[config.mk]
export PLATFORM = sky130hd
export DESIGN_NAME = frame_replay_buf
export DESIGN_NICKNAME = d
export VERILOG_FILES = /design/src/rtl/frame_replay_buf.sv
export SDC_FILE = /design/constraint.sdc
export NUM_CORES = 1
export LEC_CHECK = 0
export ABC_CLOCK_PERIOD_IN_PS = 2600
export CAP_MARGIN = 10
export CORE_ASPECT_RATIO = 1.2
export CORE_MARGIN = 2
export CORE_UTILIZATION = 45
export DETAILED_ROUTE_END_ITERATION = 8
export PLACE_DENSITY = 0.67
export SLEW_MARGIN = 10
export SYNTH_ARGS = -nofsm -noshare
export SYNTH_HDL_FRONTEND = slang
export SYNTH_SLANG_ARGS = --single-unit
export TNS_END_PERCENT = 100
[constraint.sdc]
create_clock -name clk -period 2.6 [get_ports clk]
set_clock_uncertainty 0.15 [all_clocks]
set_input_delay 0.65 -clock clk [delete_from_list [all_inputs] [get_ports clk]]
set_output_delay 0.65 -clock clk [all_outputs]
set_load 0.005 [all_outputs]
[src/rtl/frame_replay_buf.sv]
module frame_replay_buf #(
  parameter int B          = 8,
  parameter int TAG_W      = 8,
  parameter int DLY_FRAMES = 2
) (
  input  logic             clk,
  input  logic             rst_n,
  input  logic             arr_valid,
  input  logic [TAG_W-1:0] arr_tag,
  input  logic             dep_valid,
  input  logic [TAG_W-1:0] dep_tag,
  output logic             out_valid,
  output logic [TAG_W-1:0] out_tag,
  output logic             overflow
);
  localparam int D     = DLY_FRAMES * B;
  localparam int IDX_W = (B > 1) ? $clog2(B) : 1;
  localparam int OFF_W = IDX_W;
  localparam int FR_W  = (DLY_FRAMES > 1) ? $clog2(DLY_FRAMES) : 1;
  localparam int DA_W  = $clog2(D);

  logic [B-1:0]     occ;
  logic [TAG_W-1:0] held [B];
  logic [D-1:0]     rec_v;
  logic [TAG_W-1:0] rec_t [D];
  logic [OFF_W-1:0] off;
  logic [FR_W-1:0]  fr;
  logic             primed;

  logic             hit, full;
  logic [IDX_W-1:0] hit_idx, free_idx;
  logic [DA_W-1:0]  addr;

  assign full     = &occ;
  assign overflow = arr_valid & full;
  assign addr     = DA_W'(fr) * DA_W'(B) + DA_W'(off);
  assign out_valid = rec_v[addr];
  assign out_tag   = rec_v[addr] ? rec_t[addr] : '0;

  always_comb begin
    hit      = 1'b0;
    hit_idx  = '0;
    free_idx = '0;
    for (int i = B - 1; i >= 0; i--) begin
      if (occ[i] && held[i] == dep_tag) begin
        hit     = 1'b1;
        hit_idx = IDX_W'(i);
      end
      if (!occ[i]) free_idx = IDX_W'(i);
    end
  end

  always_ff @(posedge clk) begin
    if (!rst_n) begin
      off    <= '0;
      fr     <= '0;
      primed <= 1'b0;
    end else begin
      if (addr == DA_W'(D - 1)) primed <= 1'b1;
      if (off == OFF_W'(B - 1)) begin
        off <= '0;
        fr  <= (fr == FR_W'(DLY_FRAMES - 1)) ? '0 : fr + 1'b1;
      end else begin
        off <= off + 1'b1;
      end
    end
  end

  always_ff @(posedge clk) begin
    if (!rst_n) begin
      occ <= '0;
    end else begin
      if (dep_valid && hit) occ[hit_idx] <= 1'b0;
      if (arr_valid && !full) begin
        occ[free_idx]  <= 1'b1;
        held[free_idx] <= arr_tag;
      end
    end
  end

  always_ff @(posedge clk) begin
    if (!rst_n) begin
      rec_v <= '0;
    end else begin
      rec_v[addr] <= dep_valid & hit;
      rec_t[addr] <= dep_tag;
    end
  end

  AST_FRAME_WRAP: assert property (@(posedge clk) disable iff (!rst_n)
    (off == OFF_W'(B - 1)) |=> (off == '0));

  AST_IDLE_WARMUP: assert property (@(posedge clk) disable iff (!rst_n)
    !primed |-> !out_valid);

  AST_DROP_WHEN_FULL: assert property (@(posedge clk) disable iff (!rst_n)
    (arr_valid && full && !(dep_valid && hit)) |=>
      ($countones(occ) == $past($countones(occ))));

  AST_ACCEPT_GROWS: assert property (@(posedge clk) disable iff (!rst_n)
    (arr_valid && !full && !(dep_valid && hit)) |=>
      ($countones(occ) == $past($countones(occ)) + 1));

  AST_RELEASE_SHRINKS: assert property (@(posedge clk) disable iff (!rst_n)
    (dep_valid && hit && !arr_valid) |=>
      ($countones(occ) + 1 == $past($countones(occ))));

  AST_MISS_KEEPS: assert property (@(posedge clk) disable iff (!rst_n)
    (dep_valid && !hit && !arr_valid) |=> $stable(occ));
endmodule

==> impl_metrics.yaml <==
timing:
  fin_ws_ns: -0.692
  slew_headroom: 0.662
  tightestPinTransition_ns: 0.506
  setup_violations: 9
  maxSlewViolCount: 0
  timing.final.hold_violations: 0
  period_share: 1.27
  period_minus_slack_ns: 3.29
  max_freq_mhz: 304
  grt_setup_unrepaired: "true"
global_routing:
  grt_pass1_vias: 5518
  grt_usage: 0.198
  grt_max_degree: 25
  grt_pass1_wl_um: 32600
  grt_overflow: 0
  antenna_found_initial: 0
hold_path:
  hold_start: "rec_v[2]$_SDFFE_PN0P_"
  hp-class: "reg2reg"
  hold_depth: 2
  worstHoldEndpoint: "rec_v[2]$_SDFFE_PN0P_"
critical_path:
  path_max_fanout: 6
  critPathRequiredTime_ns: 1.80
  r2r_slack_ns: 0.27
  crit_type: "reg2out"
  ff2ff_path_depth: 8
  r2r-start: "off[0]$_SDFF_PP0_"
  startpoint_type: "flop"
  worstSetupEndpointType: "primary output"
  regToRegEndpoint: "rec_t[1][5]$_DFFE_PP_"
  crit_arrival_ns: 2.49
route:
  via_per_inst: 5.56
  vias: 5409
  drcViolationCount: 0
  drt_first_pass_iters: 5
  wl_per_cell_um: 22.2
  drt_iter0_markers: 345
  drt_wl_total_um: 21600
  postRouteAntennaNets: 0
layout:
  drive_above_1_share: 0.297
  diodes: 0
  num-nets-final: 715
  finish.utilization: 0.570
  final_cell_count_no_fill: 972
  fill_cells: 1562
  area_delta_synth_final_pct: 23.6
  final_cell_area_um2: 11600
  multiInputGateArea_um2: 2930
  ff_latch_area_um2: 6330
die:
  core.rowCount: 57
  die_h_um: 162
  top_level_ports: 30
  coreArea_um2: 20300
  start_util: 0.461
  die_w_um: 136
  die_area_um2: 22000
clock_network:
  cts_tree: "done"
  clock_path_buffers: 3
  worstSkewPairLatency_ns: 0.52
  clk_pin_slew_ns: 0.06
  cts_root_buffer: "clkbuf_16"
  htree_levels: 1
  cts.sinks: 220
  numCtsBuffers: 23
logic_synthesis:
  yosys.area.top_type: "edfxtp_1"
  syn_area_um2: 9370
  synth_top_area_share: 0.615
  avgSynthCellArea_um2: 16.2
  synth_area_leaders: "edfxtp_1 (62%), mux4_2 (11%), dfxtp_1 (6.0%)"
  synth_edf_count: 192
  synth_cell_types: 49
  async_flop_share: 0
  netlist_instances: 579
  ys_ff_latch: 220
  ys_warn_count: 0
  ys_seq_area_frac: 0.675
  synthFlopType: "edfxtp_1"
  synth_fp_nets: 604
power:
  p_leak_uw: 0.00386
  ir_worst_vdd_uv: 502
  pwr_density_cell_nw_per_um2: 658
placement:
  place_inst: 908
  place_hpwl_um: 13700
  gp_congestion: 0.896
  placed_area_um2: 10500
  portBuffers: 29
outcome:
  violations: "setup timing"
  status: "finished, violations left"
job:
  cap_viol_max_count: 0
[synthesized netlist by cell type (6+ instances only)]
cell type and n:
edfxtp_1 192, buf_6 10, buf_2 6, nor3_1 12, clkbuf_1 10, a21boi_1 10, mux4_2 44, nor2b_1 12
buf_1 7, xnor2_1 52, xor2_1 9, nand4_1 28, nor2_1 27, nand2_1 56, dfxtp_1 28, nand3_1 10
a21boi_0 7
[metal layers]
layer | part of all wire | vias to the layer above | global-route usage | wire [um]
met4 | 0.030 | 0 | 0.0710 | 647
li1 | - | 2434 | - | -
met1 | 0.38 | 2764 | 0.243 | 8250
met2 | 0.54 | 162 | 0.357 | 11700
met5 | 0 | - | 0 | 0
met3 | 0.047 | 49 | 0.0284 | 1020
[through the flow]
| stage | setup slack, ns | total power (uW) | hold slack (ns) | TNS (ns) |
|---|---|---|---|---|
| 6_report | -0.692 | 7620 | 0.309 | -5.93 |
| 2_1_floorplan | 0.000739 | 4320 | 0.278 | 0 |
| 5_1_grt | -0.750 | 7860 | 0.331 | -6.54 |
| 3_5_place_dp | -0.516 | 4560 | 0.304 | -14.12 |
| 3_3_place_gp | -0.443 | 4540 | 0.286 | -12.75 |
| 4_1_cts | -0.714 | 7670 | 0.311 | -6.29 |
[worst max-delay path by stage]
| stage | depth (start not counted) | from | end |
|---|---|---|---|
| after floorplan | 5 | off[1]$_SDFF_PP0_ | out_tag[0] |
| after global placement | 9 | dep_tag[2] | occ[2]$_SDFF_PN0_ |
| after detailed placement | 10 | dep_tag[3] | rec_v[6]$_SDFFE_PN0P_ |
| after CTS | 9 | off[0]$_SDFF_PP0_ | out_tag[2] |
| after global routing | 7 | off[0]$_SDFF_PP0_ | out_tag[4] |
| final | 7 | off[0]$_SDFF_PP0_ | out_tag[6] |
[report_power, final]
part	leakage, uW	switching [uW]	internal (uW)
sequential	0.00196	19.2	3880
clock	0.000340	1310	1740
combinational	0.00156	323	343
[sequential cells by signal, summed over array words and instances (netlist names)]
signal  count
rec_t     128
held       64
rec_v      16
occ         8
off         3
fr          1
[kinds of logic (layout without fill, tap and decap cells)]
kind of cell,after synthesis,in the layout,share of synthesized area
xor+xnor,65,65,0.0640
mux,46,46,0.108
flops,220,220,0.675
simple gates,165,166,0.0897
fa+ha+maj,5,5,0.00668
compound gates,38,38,0.0307
buf+inv,40,167,0.0256
[placed cells by master (no fill, tap or decap), types with 4 or more instances in the layout]
master	synthesis	routed
nor3_1	12	8
nand3_1	10	10
a21oi_1	5	5
buf_12	0	20
nor2_1	27	24
dfxtp_1	28	27
a21boi_1	10	10
clkinv_2	0	5
xnor2_1	52	51
mux4_2	44	44
clkbuf_1	10	9
clkbuf_16	0	24
ha_1	5	5
buf_2	6	7
buf_6	10	5
xor2_1	9	8
nand4_1	28	28
edfxtp_1	192	192
nor2b_1	12	7
nor3_2	1	5
a21boi_0	7	7
inv_1	5	4
clkdlybuf4s50_1	0	18
nor2b_4	1	6
nand2_1	56	56
buf_4	2	62
xnor2_2	4	5
[what timing repair did]
action | 4_1_cts | 5_1_grt
gates cloned | 3 | 2
endpoints found under the setup margin | 13 | 15
endpoints found under the hold margin | 0 | 0
buffers inserted | 13 | 6
hold buffers | 0 | 0
pin swaps | 1 | 3
resized for setup | 69 | 18
[final cells by class]
cell class              instances  share of cell area
clock buffers                  32              0.0526
clock inverters                10             0.00692
inverters                       5             0.00162
multi-input cells             320               0.253
flip-flops and latches        220               0.547
well taps                     265              0.0286
repair buffers                120               0.111
[critical path, stage by stage (launching register included)]
cell and delay, ns:
dfxtp_4 0.38, buf_12 0.12, buf_12 0.11, buf_16 0.13
mux4_2 0.51, mux4_2 0.48, nor2b_4 0.14, buf_2 0.12
Power figures use the tool's default switching activity.
